--- src/rtl/rtc_cal_pkg.sv ---
package rtc_cal_pkg;

  typedef enum logic [2:0] {
    F_SEC   = 3'd0,
    F_MIN   = 3'd1,
    F_HOUR  = 3'd2,
    F_DATE  = 3'd3,
    F_MONTH = 3'd4,
    F_YEAR  = 3'd5,
    F_DOW   = 3'd6,
    F_CENT  = 3'd7
  } field_e;

  // next BCD value, two digits
  function automatic logic [7:0] bcd_inc(input logic [7:0] v);
    if (v[3:0] >= 4'd9) return {v[7:4] + 4'd1, 4'h0};
    else                return {v[7:4], v[3:0] + 4'd1};
  endfunction

  // multiple of 4 in BCD: even tens need units 0/4/8, odd tens need 2/6
  function automatic logic is_leap(input logic [7:0] y);
    if (y[4]) return (y[3:0] == 4'd2) || (y[3:0] == 4'd6);
    else      return (y[3:0] == 4'd0) || (y[3:0] == 4'd4) || (y[3:0] == 4'd8);
  endfunction

  function automatic logic [7:0] last_day(input logic [7:0] month, input logic [7:0] year);
    case (month)
      8'h02:                      return is_leap(year) ? 8'h29 : 8'h28;
      8'h04, 8'h06, 8'h09, 8'h11: return 8'h30;
      default:                    return 8'h31;
    endcase
  endfunction

endpackage

--- src/rtl/rtc_bcd_field.sv ---
module rtc_bcd_field #(
  parameter logic [7:0] MIN_VAL   = 8'h00,
  parameter logic [7:0] RST_VAL   = 8'h00,
  parameter logic [7:0] KEEP_MASK = 8'h00
) (
  input  logic       clk,
  input  logic       rst_n,
  input  logic       step,
  input  logic       load,
  input  logic [7:0] load_val,
  input  logic [7:0] top_val,
  output logic [7:0] value,
  output logic       wrap
);
  import rtc_cal_pkg::*;

  localparam logic [7:0] CNT_MASK = ~KEEP_MASK;

  logic [7:0] cnt;
  logic [7:0] cnt_next;

  assign cnt      = value & CNT_MASK;
  assign wrap     = step && (cnt >= top_val);
  assign cnt_next = wrap ? MIN_VAL : bcd_inc(cnt);

  always_ff @(posedge clk) begin
    if (!rst_n)    value <= RST_VAL;
    else if (load) value <= load_val;
    else if (step) value <= (value & KEEP_MASK) | (cnt_next & CNT_MASK);
  end

  // wrap always returns the count to its lowest value
  p_wrap_to_min_r2: assert property (@(posedge clk) disable iff (!rst_n)
    wrap && !load |=> (value & CNT_MASK) == MIN_VAL);

  // flag bits are untouched by counting
  p_keep_flag_r3: assert property (@(posedge clk) disable iff (!rst_n)
    step && !load |=> (value & KEEP_MASK) == ($past(value) & KEEP_MASK));

endmodule

--- src/rtl/rtc_dow.sv ---
module rtc_dow #(
  parameter int unsigned DAYS = 7
) (
  input  logic       clk,
  input  logic       rst_n,
  input  logic       step,
  input  logic       load,
  input  logic [7:0] load_val,
  output logic [7:0] value
);
  localparam int unsigned W = $clog2(DAYS);
  localparam logic [W-1:0] LAST = W'(DAYS - 1);

  logic [W-1:0] cnt;

  always_ff @(posedge clk) begin
    if (!rst_n)      cnt <= '0;
    else if (load)   cnt <= load_val[W-1:0];
    else if (step)   cnt <= (cnt >= LAST) ? '0 : cnt + W'(1);
  end

  assign value = {{(8-W){1'b0}}, cnt};

  // wrap from last day to zero
  p_dow_wrap_r7: assert property (@(posedge clk) disable iff (!rst_n)
    step && !load && cnt == LAST |=> cnt == '0);

endmodule

--- src/rtl/rtc_calendar.sv ---
module rtc_calendar #(
  parameter int unsigned DOW_DAYS = 7,
  parameter logic [7:0]  CENT_OLD = 8'h19,
  parameter logic [7:0]  CENT_NEW = 8'h20
) (
  input  logic       clk,
  input  logic       rst_n,
  input  logic       tick_1hz,
  input  logic       wr_en,
  input  logic [2:0] wr_field,
  input  logic [7:0] wr_data,
  output logic [7:0] sec_o,
  output logic [7:0] min_o,
  output logic [7:0] hour_o,
  output logic [7:0] date_o,
  output logic [7:0] month_o,
  output logic [7:0] year_o,
  output logic [7:0] dow_o,
  output logic [7:0] cent_o
);
  import rtc_cal_pkg::*;

  localparam int unsigned NUM_MS = 2;

  field_e sel;
  assign sel = field_e'(wr_field);

  logic [7:0] ld;
  always_comb begin
    ld = '0;
    if (wr_en) ld[wr_field] = 1'b1;
  end

  // named internal events
  logic [NUM_MS:0]   ms_step;
  logic [NUM_MS-1:0] ms_wrap;
  logic [7:0]        ms_val [NUM_MS];
  logic sec_wrap, min_wrap, hour_wrap, date_wrap, month_wrap, year_wrap;
  logic date_step;

  assign ms_step[0] = tick_1hz;

  // seconds and minutes share one shape
  for (genvar i = 0; i < NUM_MS; i++) begin : g_ms
    rtc_bcd_field #(.MIN_VAL(8'h00), .RST_VAL(8'h00), .KEEP_MASK(8'h00)) u_f (
      .clk(clk), .rst_n(rst_n), .step(ms_step[i]), .load(ld[i]),
      .load_val(wr_data), .top_val(8'h59),
      .value(ms_val[i]), .wrap(ms_wrap[i])
    );
    assign ms_step[i+1] = ms_wrap[i];
  end

  assign sec_o    = ms_val[0];
  assign min_o    = ms_val[1];
  assign sec_wrap = ms_wrap[0];
  assign min_wrap = ms_wrap[1];

  rtc_bcd_field #(.MIN_VAL(8'h00), .RST_VAL(8'h00), .KEEP_MASK(8'hC0)) u_hour (
    .clk(clk), .rst_n(rst_n), .step(min_wrap), .load(ld[F_HOUR]),
    .load_val(wr_data), .top_val(8'h23), .value(hour_o), .wrap(hour_wrap)
  );

  assign date_step = hour_wrap;

  logic [7:0] date_top;
  assign date_top = last_day(month_o, year_o);

  rtc_bcd_field #(.MIN_VAL(8'h01), .RST_VAL(8'h01), .KEEP_MASK(8'h00)) u_date (
    .clk(clk), .rst_n(rst_n), .step(date_step), .load(ld[F_DATE]),
    .load_val(wr_data), .top_val(date_top), .value(date_o), .wrap(date_wrap)
  );

  rtc_bcd_field #(.MIN_VAL(8'h01), .RST_VAL(8'h01), .KEEP_MASK(8'h00)) u_month (
    .clk(clk), .rst_n(rst_n), .step(date_wrap), .load(ld[F_MONTH]),
    .load_val(wr_data), .top_val(8'h12), .value(month_o), .wrap(month_wrap)
  );

  rtc_bcd_field #(.MIN_VAL(8'h00), .RST_VAL(8'h00), .KEEP_MASK(8'h00)) u_year (
    .clk(clk), .rst_n(rst_n), .step(month_wrap), .load(ld[F_YEAR]),
    .load_val(wr_data), .top_val(8'h99), .value(year_o), .wrap(year_wrap)
  );

  rtc_dow #(.DAYS(DOW_DAYS)) u_dow (
    .clk(clk), .rst_n(rst_n), .step(date_step), .load(ld[F_DOW]),
    .load_val(wr_data), .value(dow_o)
  );

  always_ff @(posedge clk) begin
    if (!rst_n)                               cent_o <= 8'h20;
    else if (ld[F_CENT])                      cent_o <= wr_data;
    else if (year_wrap && cent_o == CENT_OLD) cent_o <= CENT_NEW;
  end

  // ---------------- assertions ----------------
  p_idle_hold_r2: assert property (@(posedge clk) disable iff (!rst_n)
    !tick_1hz && !wr_en |=> $stable({sec_o, min_o, hour_o, date_o, month_o, year_o, dow_o, cent_o}));

  p_min_hold_r3: assert property (@(posedge clk) disable iff (!rst_n)
    !sec_wrap && !(wr_en && sel == F_MIN) |=> $stable(min_o));

  p_date_nonzero_r4: assert property (@(posedge clk) disable iff (!rst_n)
    date_o != 8'h00);

  p_month_range_r6: assert property (@(posedge clk) disable iff (!rst_n)
    month_o != 8'h00 && month_o <= 8'h12);

  p_dow_follows_date_r7: assert property (@(posedge clk) disable iff (!rst_n)
    !date_step && !(wr_en && sel == F_DOW) |=> $stable(dow_o));

  p_cent_step_r8: assert property (@(posedge clk) disable iff (!rst_n)
    year_wrap && cent_o == CENT_OLD && !(wr_en && sel == F_CENT) |=> cent_o == CENT_NEW);

  p_write_wins_r9: assert property (@(posedge clk) disable iff (!rst_n)
    wr_en && sel == F_SEC |=> sec_o == $past(wr_data));

endmodule

--- config.mk ---
export PLATFORM = sky130hd
export DESIGN_NAME = rtc_calendar
export DESIGN_NICKNAME = d
export VERILOG_FILES = /design/src/rtl/rtc_cal_pkg.sv /design/src/rtl/rtc_bcd_field.sv /design/src/rtl/rtc_dow.sv /design/src/rtl/rtc_calendar.sv
export SDC_FILE = /design/constraint.sdc
export NUM_CORES = 1
export LEC_CHECK = 0
export CORE_ASPECT_RATIO = 1.1
export CORE_MARGIN = 2
export CORE_UTILIZATION = 42
export CTS_BUF_LIST = sky130_fd_sc_hd__clkbuf_4
export CTS_CLUSTER_DIAMETER = 40
export CTS_CLUSTER_SIZE = 24
export DETAILED_ROUTE_END_ITERATION = 16
export HOLD_SLACK_MARGIN = 0.03
export PLACE_DENSITY = 0.67
export SLEW_MARGIN = 30
export SYNTH_ARGS = -nofsm -noshare
export SYNTH_HDL_FRONTEND = slang
export SYNTH_HIERARCHICAL = 1
export SYNTH_SLANG_ARGS = --single-unit
--- constraint.sdc ---
create_clock -name clk -period 7.25 [get_ports clk]
set_clock_uncertainty 0.1 [all_clocks]
set_input_delay 1.45 -clock clk [delete_from_list [all_inputs] [get_ports clk]]
set_output_delay 1.45 -clock clk [all_outputs]
set_load 0.005 [all_outputs]
==> flow_summary.toml, run 1 <==
[status]
status = "completed"

[power_and_ir_drop]
leakagePower_uw = 0.00266
ir_drop_uv = 54.7
finalPower_uw = 687
powerDensity_mw_per_mm2 = 108

[global_routing]
first_global_vias = 4882
antenna_found_initial = 0
grt_use_met2 = 0.353
met3_usage = 0.0375
grt_pass1_wl_um = 23300
grt_max_degree = 40
top_usage_layer = "met2"
grt_overflow = 0
track_usage = 0.210
met1_usage = 0.268

[clock_tree]
cts-root-buf = "clkbuf_4"
htree_levels = 3
clock_path_buffers = 2
cts_made_buffers = 9
cts_num_sinks = 59
cts_resized = 0
cts_tree = "done"
postCtsSetupBuffers = 0
path_clk_slew_ps = 100
cts_hold_buf = 0
clock_latency_ps = 400

[setup_path]
critical_path.slowest_cell = "clkdlybuf4s50_1"
crit_path_end_kind = "flip-flop"
path_cells = "clkdlybuf4s50_1, nor2b_1, buf_4, nor2b_1, inv_1, nor2_1, buf_4, a21boi_0, and2_2, a21boi_0, and2_2, nand2b_1, o21ai_0, a221oi_1"
worstPathRequired_ps = 7400
crit_arrival_ps = 5810
criticalPathCategory = "in2reg"
cpPeakStageDelay_ps = 790
critPathMaxFanout = 17
crit_path_start_kind = "primary input"

[routing]
vias = 5039
drtIter0Drc = 347
avgRoutedWirePerCell_um = 15.4
firstDrtPassIters = 5
totalWireLength_um = 13900
ant_nets = 0
vias_per_cell = 5.56
drcViolationCount = 0

[synth]
synthArstFlopShare = 0
synth_edf_count = 0
postSynthCellCount = 637
ys.flop_type = "dfxtp_1"
ys_seq_area_frac = 0.224
synth.avg_cell_area_um2 = 8.26
synth_warnings = 6
netlist_area_mm2 = 0.00526
synth.distinct_cells = 70
yosys_register_bits = 59

[sta]
finalSetupViolations = 0
setup-tns-final_ps = 0
grt_setup_unrepaired = "false"
timing.final.crit_share = 0.781
slew_viol_final = 0
worst_pin_slew_ps = 825
setup_ws_ps = 1590
max_freq_ghz = 0.177
hold_viol = 0
slew_headroom = 0.448
fin_crit_ps = 5660

[run]
max-cap-violations = 0

[die]
die_w_um = 111
rows = 42
fp.dieH_um = 121
initial_core_util = 0.433
io_pins = 79
core-area_mm2 = 0.0121
die-area_mm2 = 0.0134

[finish]
final_cell_mix = "inv_1 (78), clkdlybuf4s50_1 (73), ha_1 (71), dfxtp_1 (59)"
final_common_cell = "inv_1"
fillers = 1170
layout.nets = 833
final_area_mm2 = 0.00638
diodes = 0
area_growth_pct = 21.3
drive_above_1_share = 0.0944

[hold_path]
hold_path_class = "reg2reg"

[placed_design]
place_congestion = 0.800
post_dp_cell_area_mm2 = 0.00627
hpwl_um = 10400
place_ws_ps = 1300
portBuffers = 73
[final cells by class]
cell class | count | area (µm²) | share of cell area
repair buffers | 76 | 753 | 0.118
clock inverters | 3 | 15.0 | 0.00235
flip-flops and latches | 59 | 1180 | 0.185
well taps | 154 | 193 | 0.0302
clock buffers | 13 | 97.6 | 0.0153
multi-input cells | 523 | 3850 | 0.603
inverters | 78 | 293 | 0.0459
[worst paths after layout]
check | depth (start not counted) | start | end | slack, ps
worst min register to register | 2 | u_hour/value[6] | u_hour/value[6] | 420
worst max-delay path | 14 | tick_1hz | u_year/value[7] | 1590
worst min-delay path | 2 | u_hour/value[6] | u_hour/value[6] | 420
worst max register to register | 18 | g_ms[0].u_f/value[0] | u_year/value[7] | 2260
[worst max-delay path: cells and delay by family]
family                 cells  cell delay (ps)
buffers and inverters      4             1360
and+or+nand+nor            6             1600
AOI/OAI and AO/OA          4             1380
[sequential cells by signal, indices dropped and copies added, names as in the netlist]
name	flops
cent_o	8
g_ms.u_f/value	16
u_date/value	8
u_dow/cnt	3
u_hour/value	8
u_month/value	8
u_year/value	8
[stage by stage]
| step | utilization | cells | hold slack, ps |
|---|---|---|---|
| 6_report | 0.526 | 906 | 418 |
| 3_5_place_dp | 0.516 | 890 | 399 |
| 4_1_cts | 0.526 | 906 | 423 |
| 3_3_place_gp | 0.515 | 890 | 386 |
| 2_1_floorplan | - | 684 | 382 |
| 5_1_grt | 0.526 | 906 | 449 |
[layer usage]
metal  wire, µm  vias up  part of all wire
li1           -     2493                 -
met4        366        0             0.026
met1       6260     2359              0.45
met5          0        -                 0
met3        745       28             0.053
met2       6570      159              0.47
[where the power goes]
part           internal [µW]  total, µW  switching (µW)
logic                   61.0        139            77.8
registers                332        346            13.5
clock network           84.7        203             118
total                    478        687             210
[logic make-up after synthesis]
family                   after synthesis  share of synthesized area
buffers and inverters                102                     0.0835
adder cells (fa/ha/maj)               71                      0.169
multiplexers                           8                     0.0152
other                                  3                    0.00214
AND/OR/NAND/NOR                      190                      0.205
flip-flops                            59                      0.224
XOR/XNOR                              11                     0.0183
AO/OA/AOI/OAI                        193                      0.283
[cells in the mapped netlist, types with 4 or more instances]
library cell   n  area [µm²]
a211oi_1       6        45.0
a211oi_2       9         113
a21boi_1      15         113
a21o_1         4        30.0
a21oi_1       43         215
a221oi_1       9        78.8
a221oi_2       5        75.1
a22oi_1        8        60.1
a31oi_1        7        43.8
buf_2          6        30.0
buf_4          5        37.5
buf_6          4        45.0
clkbuf_1       9        33.8
dfxtp_1       59        1180
ha_1          71         888
inv_1         78         293
mux2i_1        8        80.1
nand2_1       28         105
nand2b_1       7        43.8
nand3_1       24         120
nand3b_1       7        52.6
nand4_1       13        81.3
nor2_1        53         199
nor2b_1       10        62.6
nor3_1        10        50.1
nor3_2         4        40.0
nor3b_1        9        67.6
o211ai_1      10        75.1
o21ai_0       11        55.1
o21ai_1       10        50.1
o22ai_1        8        50.1
o31ai_1        7        52.6
xnor2_1        7        61.3
xor2_1         4        35.0
Note: power is estimated with default switching activity, not from simulation.
==> run 2, diff against run 1 <==
Settings changed: PLACE_DENSITY 0.67 to 0.69.
Clock period 7.25 ns to 4.6 ns, I/O delays scaled along.
==> run 2 against run 1 <==
Clock power grew 41%. Critical path depth unchanged. Register-to-register slack lost 1800 ps. Worst setup slack lost 1200 ps. Sequential share of layout area about the same. Critical endpoint is now u_year/value[6]. Utilization rose by 0.093 points. Cell area rose by 0.18%. Largest cell class unchanged. Combinational power is 59% higher.
==> flow_summary.toml, run 2 (synthesis gave the netlist of run 1 again) <==
[status]
status = "completed"

[setup_path]
crit_path_start = "u_month/value[3]"
critPathBufInv = 0
crit_end = "u_year/value[6]"
path_delay_family = "simple AND/OR/NAND/NOR gates"
reg2reg_from = "u_month/value[3]"
critPathMaxFanout = 17
crit_path_end_kind = "flip-flop"
cp.depth = 14
cpPeakStageDelay_ps = 420
criticalPathCategory = "reg2reg"
r2r_end = "u_year/value[6]"
r2r_cells = 14
critical_path.slowest_cell = "dfxtp_1"
worstPathRequired_ps = 4780
path_cells = "or3_4, or3b_4, o311ai_2, ha_1, nand2b_4, a2111oi_0, o211ai_1, and2_2, a21boi_2, and2_2, nor2_1, nor2_1, o21ai_0, nor3_2"
crit_path_start_kind = "flip-flop"
regToRegSetupSlack_ps = 410
crit_arrival_ps = 4360

[finish]
diodes = 0
final_cell_mix = "inv_1 (78), clkdlybuf4s50_1 (73), ha_1 (71), dfxtp_1 (59), nor2_1 (53)"
area_growth_pct = 21.5
largest-register = "g_ms.u_f/value"
largest_reg_flops = 16
layout.nets = 840
drive_above_1_share = 0.0954
final_common_cell = "inv_1"

[clock_tree]
clock_latency_ps = 390
cts-root-buf = "clkbuf_4"
cts_resized = 0
postCtsSetupBuffers = 0
cts_hold_buf = 0
htree_levels = 3
path_clk_slew_ps = 100
cts_made_buffers = 9
clock_path_buffers = 2
cts_num_sinks = 59
cts_tree = "done"

[routing]
totalWireLength_um = 14100
avgRoutedWirePerCell_um = 15.5
ant_nets = 0
drtIter0Drc = 247
vias = 5035
drcViolationCount = 0
firstDrtPassIters = 5
vias_per_cell = 5.54

[hold_path]
hold_path_class = "reg2reg"
hp-start = "u_hour/value[7]"

[power_and_ir_drop]
switching_share = 0.312
switchingPower_uw = 328
p_comb_frac = 0.210
seq_power_share = 0.518
ir_drop_uv = 98.0
intPower_uw = 724
leakagePower_uw = 0.00268
clock_power_share = 0.273
powerDensity_mw_per_mm2 = 165

[die]
initial_core_util = 0.433
io_pins = 79
fp.dieH_um = 121
core-area_mm2 = 0.0121
die_w_um = 111
die-area_mm2 = 0.0134
rows = 42

[sta]
grt_setup_unrepaired = "false"
finalSetupViolations = 0
fin_crit_ps = 4190
slew_headroom = 0.492
max_freq_ghz = 0.239
timing.final.crit_share = 0.911
hold_viol = 0
setup_ws_ps = 411
slew_viol_final = 0
setup-tns-final_ps = 0
worst_pin_slew_ps = 760

[placed_design]
place_ws_ps = 349
hpwl_um = 10400
place_congestion = 0.844
portBuffers = 73

[global_routing]
grt_overflow = 0
grt_max_degree = 40
first_global_vias = 4877
grt_pass1_wl_um = 23200
track_usage = 0.209
antenna_found_initial = 0

[run]
max-cap-violations = 0
run 2: cell count changes in the layout (fill, tap and decap cells not counted), moves of 3 or more:
cell and delta:
buf_4 +7, clkbuf_4 -3, clkinv_2 -3, nor2_1 +3
nor2_2 -3
run 2: power by group through the flow:
stage	clock network [µW]	registers [µW]	logic [µW]
finish	287	545	221
global route	316	548	247
CTS	295	545	220
detailed placement	0	556	219
global placement	0	556	209
floorplan	0	551	136
run 2: metrics by stage:
step,total power (µW),util,cell area (µm²),hold WS (ps),cells
floorplan,687,-,5450,382,684
global placement,765,0.520,6310,404,897
detailed placement,775,0.520,6310,405,897
CTS,1060,0.526,6390,427,909
global route,1110,0.526,6390,464,909
finish,1050,0.526,6390,425,909
run 2: worst min-delay path, delay by kind of cell, from the launching register on:
family	cells	cell delay [ps]
AND/OR/NAND/NOR	1	70
multiplexers	1	70
flip-flops	1	350
run 2: cell type report:
class / count / area, µm²
multi-input cells: 523 / 3840
flip-flops and latches: 59 / 1180
fillers: 1135 / 5750
repair buffers: 83 / 806
well taps: 154 / 193
clock inverters: 2 / 7.51
inverters: 78 / 293
clock buffers: 10 / 75.1
run 2: worst min path at each step:
stage,cells past startpoint,to,slack [ps]
2_1_floorplan,2,cent_o[3],380
3_3_place_gp,2,cent_o[0],400
3_5_place_dp,2,u_hour/value[7],400
4_1_cts,2,u_hour/value[7],430
5_1_grt,2,cent_o[0],460
6_report,2,u_hour/value[7],430
run 2: layer usage:
metal,GRT usage,share of wire
met1,0.262,0.44
met3,0.0320,0.052
met2,0.361,0.48
met4,0.0797,0.022
met5,0,0
==> run 3, diff against run 2 <==
Settings changed: CORE_MARGIN 2 to 5, SKIP_LAST_GASP set to 1.
==> run 3 against run 2 <==
Routed wire length grew 3.4%. Largest power group unchanged. Critical endpoint is now u_year/value[7]. Highest routed layer unchanged. Die area rose by 11%. Worst setup slack worse by 100 ps. Cell area increased by 0.76%.
==> flow_summary.toml, run 3 (synthesis gave the netlist of run 1 again) <==
[clock_tree]
cts_made_buffers = 9
cts-root-buf = "clkbuf_4"
clock_path_buffers = 2
cts_resized = 0
path_clk_slew_ps = 110
htree_levels = 3
clock_latency_ps = 410
cts_num_sinks = 59
cts_tree = "done"
postCtsSetupBuffers = 0
cts_hold_buf = 0

[global_routing]
grt_max_degree = 40
grt_pass1_wl_um = 24300
grt_overflow = 0
track_usage = 0.199
antenna_found_initial = 0
first_global_vias = 5011

[setup_path]
path_cells = "or3_4, or3b_4, o311ai_2, ha_1, nand2b_4, a2111oi_0, o211ai_1, and2_2, a21boi_2, and2_2, nand2_1, nor2_1, a21oi_1, o21ai_1, a221oi_1"
crit_path_start_kind = "flip-flop"
worstPathRequired_ps = 4810
criticalPathCategory = "reg2reg"
crit_arrival_ps = 4500
crit_path_end_kind = "flip-flop"
critPathMaxFanout = 17
critical_path.slowest_cell = "a2111oi_0"
cpPeakStageDelay_ps = 460
crit_top_cell = "and2_2"

[sta]
hold_viol = 0
fin_crit_ps = 4290
slew_viol_final = 0
slew_headroom = 0.581
max_freq_ghz = 0.233
timing.final.crit_share = 0.933
setup-tns-final_ps = 0
grt_setup_unrepaired = "false"
worst_pin_slew_ps = 626
finalSetupViolations = 0

[routing]
drtIter0Drc = 295
drcViolationCount = 0
vias_per_cell = 5.59
vias = 5103
avgRoutedWirePerCell_um = 15.9
totalWireLength_um = 14600
firstDrtPassIters = 5
ant_nets = 0

[die]
initial_core_util = 0.433
core-area_mm2 = 0.0121
io_pins = 79
die-area_mm2 = 0.0149
die_w_um = 117
fp.dieH_um = 127
rows = 42

[status]
status = "completed"

[run]
max-cap-violations = 0

[hold_path]
hold_path_class = "reg2reg"

[finish]
final_util = 0.531
layout.nets = 840
diodes = 0
largest_reg_flops = 16
area_growth_pct = 22.4
largest-register = "g_ms.u_f/value"
final_cell_mix = "inv_1 (78), clkdlybuf4s50_1 (73), ha_1 (71), dfxtp_1 (59), nor2_1 (53)"
drive_above_1_share = 0.101
final_common_cell = "inv_1"
fillers = 1156

[placed_design]
hpwl_um = 10800
place_congestion = 0.808
portBuffers = 73

[power_and_ir_drop]
leakagePower_uw = 0.00270
ir_drop_uv = 122
powerDensity_mw_per_mm2 = 177
[run 3: worst paths after layout]
check / from / end / slack [ps] / cells past startpoint
worst max-delay path: u_month/value[3] / u_year/value[7] / 310 / 15
worst min-delay path: u_dow/cnt[2] / u_dow/cnt[2] / 440 / 2
worst max register to register: u_month/value[3] / u_year/value[7] / 310 / 15
worst min register to register: u_dow/cnt[2] / u_dow/cnt[2] / 440 / 2
[run 3: metal layers]
layer | track usage | up-vias | share of wire
met5 | 0 | - | 0
met4 | 0.0688 | 0 | 0.022
met3 | 0.0279 | 28 | 0.050
met2 | 0.328 | 136 | 0.48
met1 | 0.263 | 2434 | 0.45
li1 | - | 2505 | -
[run 3: final cells by class]
| type | instances | area, µm² | area share |
|---|---|---|---|
| clock buffer | 10 | 75.1 | 0.0117 |
| clock inverter | 6 | 56.3 | 0.00874 |
| inverter | 78 | 293 | 0.0455 |
| multi-input combinational | 523 | 3840 | 0.596 |
| sequential | 59 | 1180 | 0.183 |
| tap | 154 | 193 | 0.0299 |
| timing repair buffer | 83 | 806 | 0.125 |
[run 3: power by group]
part | switching [µW] | leakage, µW | internal (µW) | total, µW
Clock | 208 | 0.0000736 | 167 | 375
Sequential | 21.2 | 0.000478 | 523 | 545
Combinational | 123 | 0.00215 | 98.4 | 221
Total | 352 | 0.00270 | 789 | 1140
[run 3: worst max-delay path: cells and delay by family, from the launching register on]
family	cells	cell delay, ps
adder cells (fa/ha/maj)	1	270
AND/OR/NAND/NOR	7	1710
flip-flops	1	430
AO/OA/AOI/OAI	7	1660
[run 3: metrics by stage]
step / worst slack, ps / instance area (µm²) / hold WS, ps / std cells / power (µW)
6_report: 307 / 6440 / 436 / 913 / 1140
5_1_grt: 25.0 / 6440 / 467 / 913 / 1200
4_1_cts: 292 / 6440 / 432 / 913 / 1150
3_5_place_dp: 278 / 6310 / 414 / 897 / 775
3_3_place_gp: 404 / 6310 / 406 / 897 / 764
2_1_floorplan: 9.41 / 5450 / 382 / 684 / 687
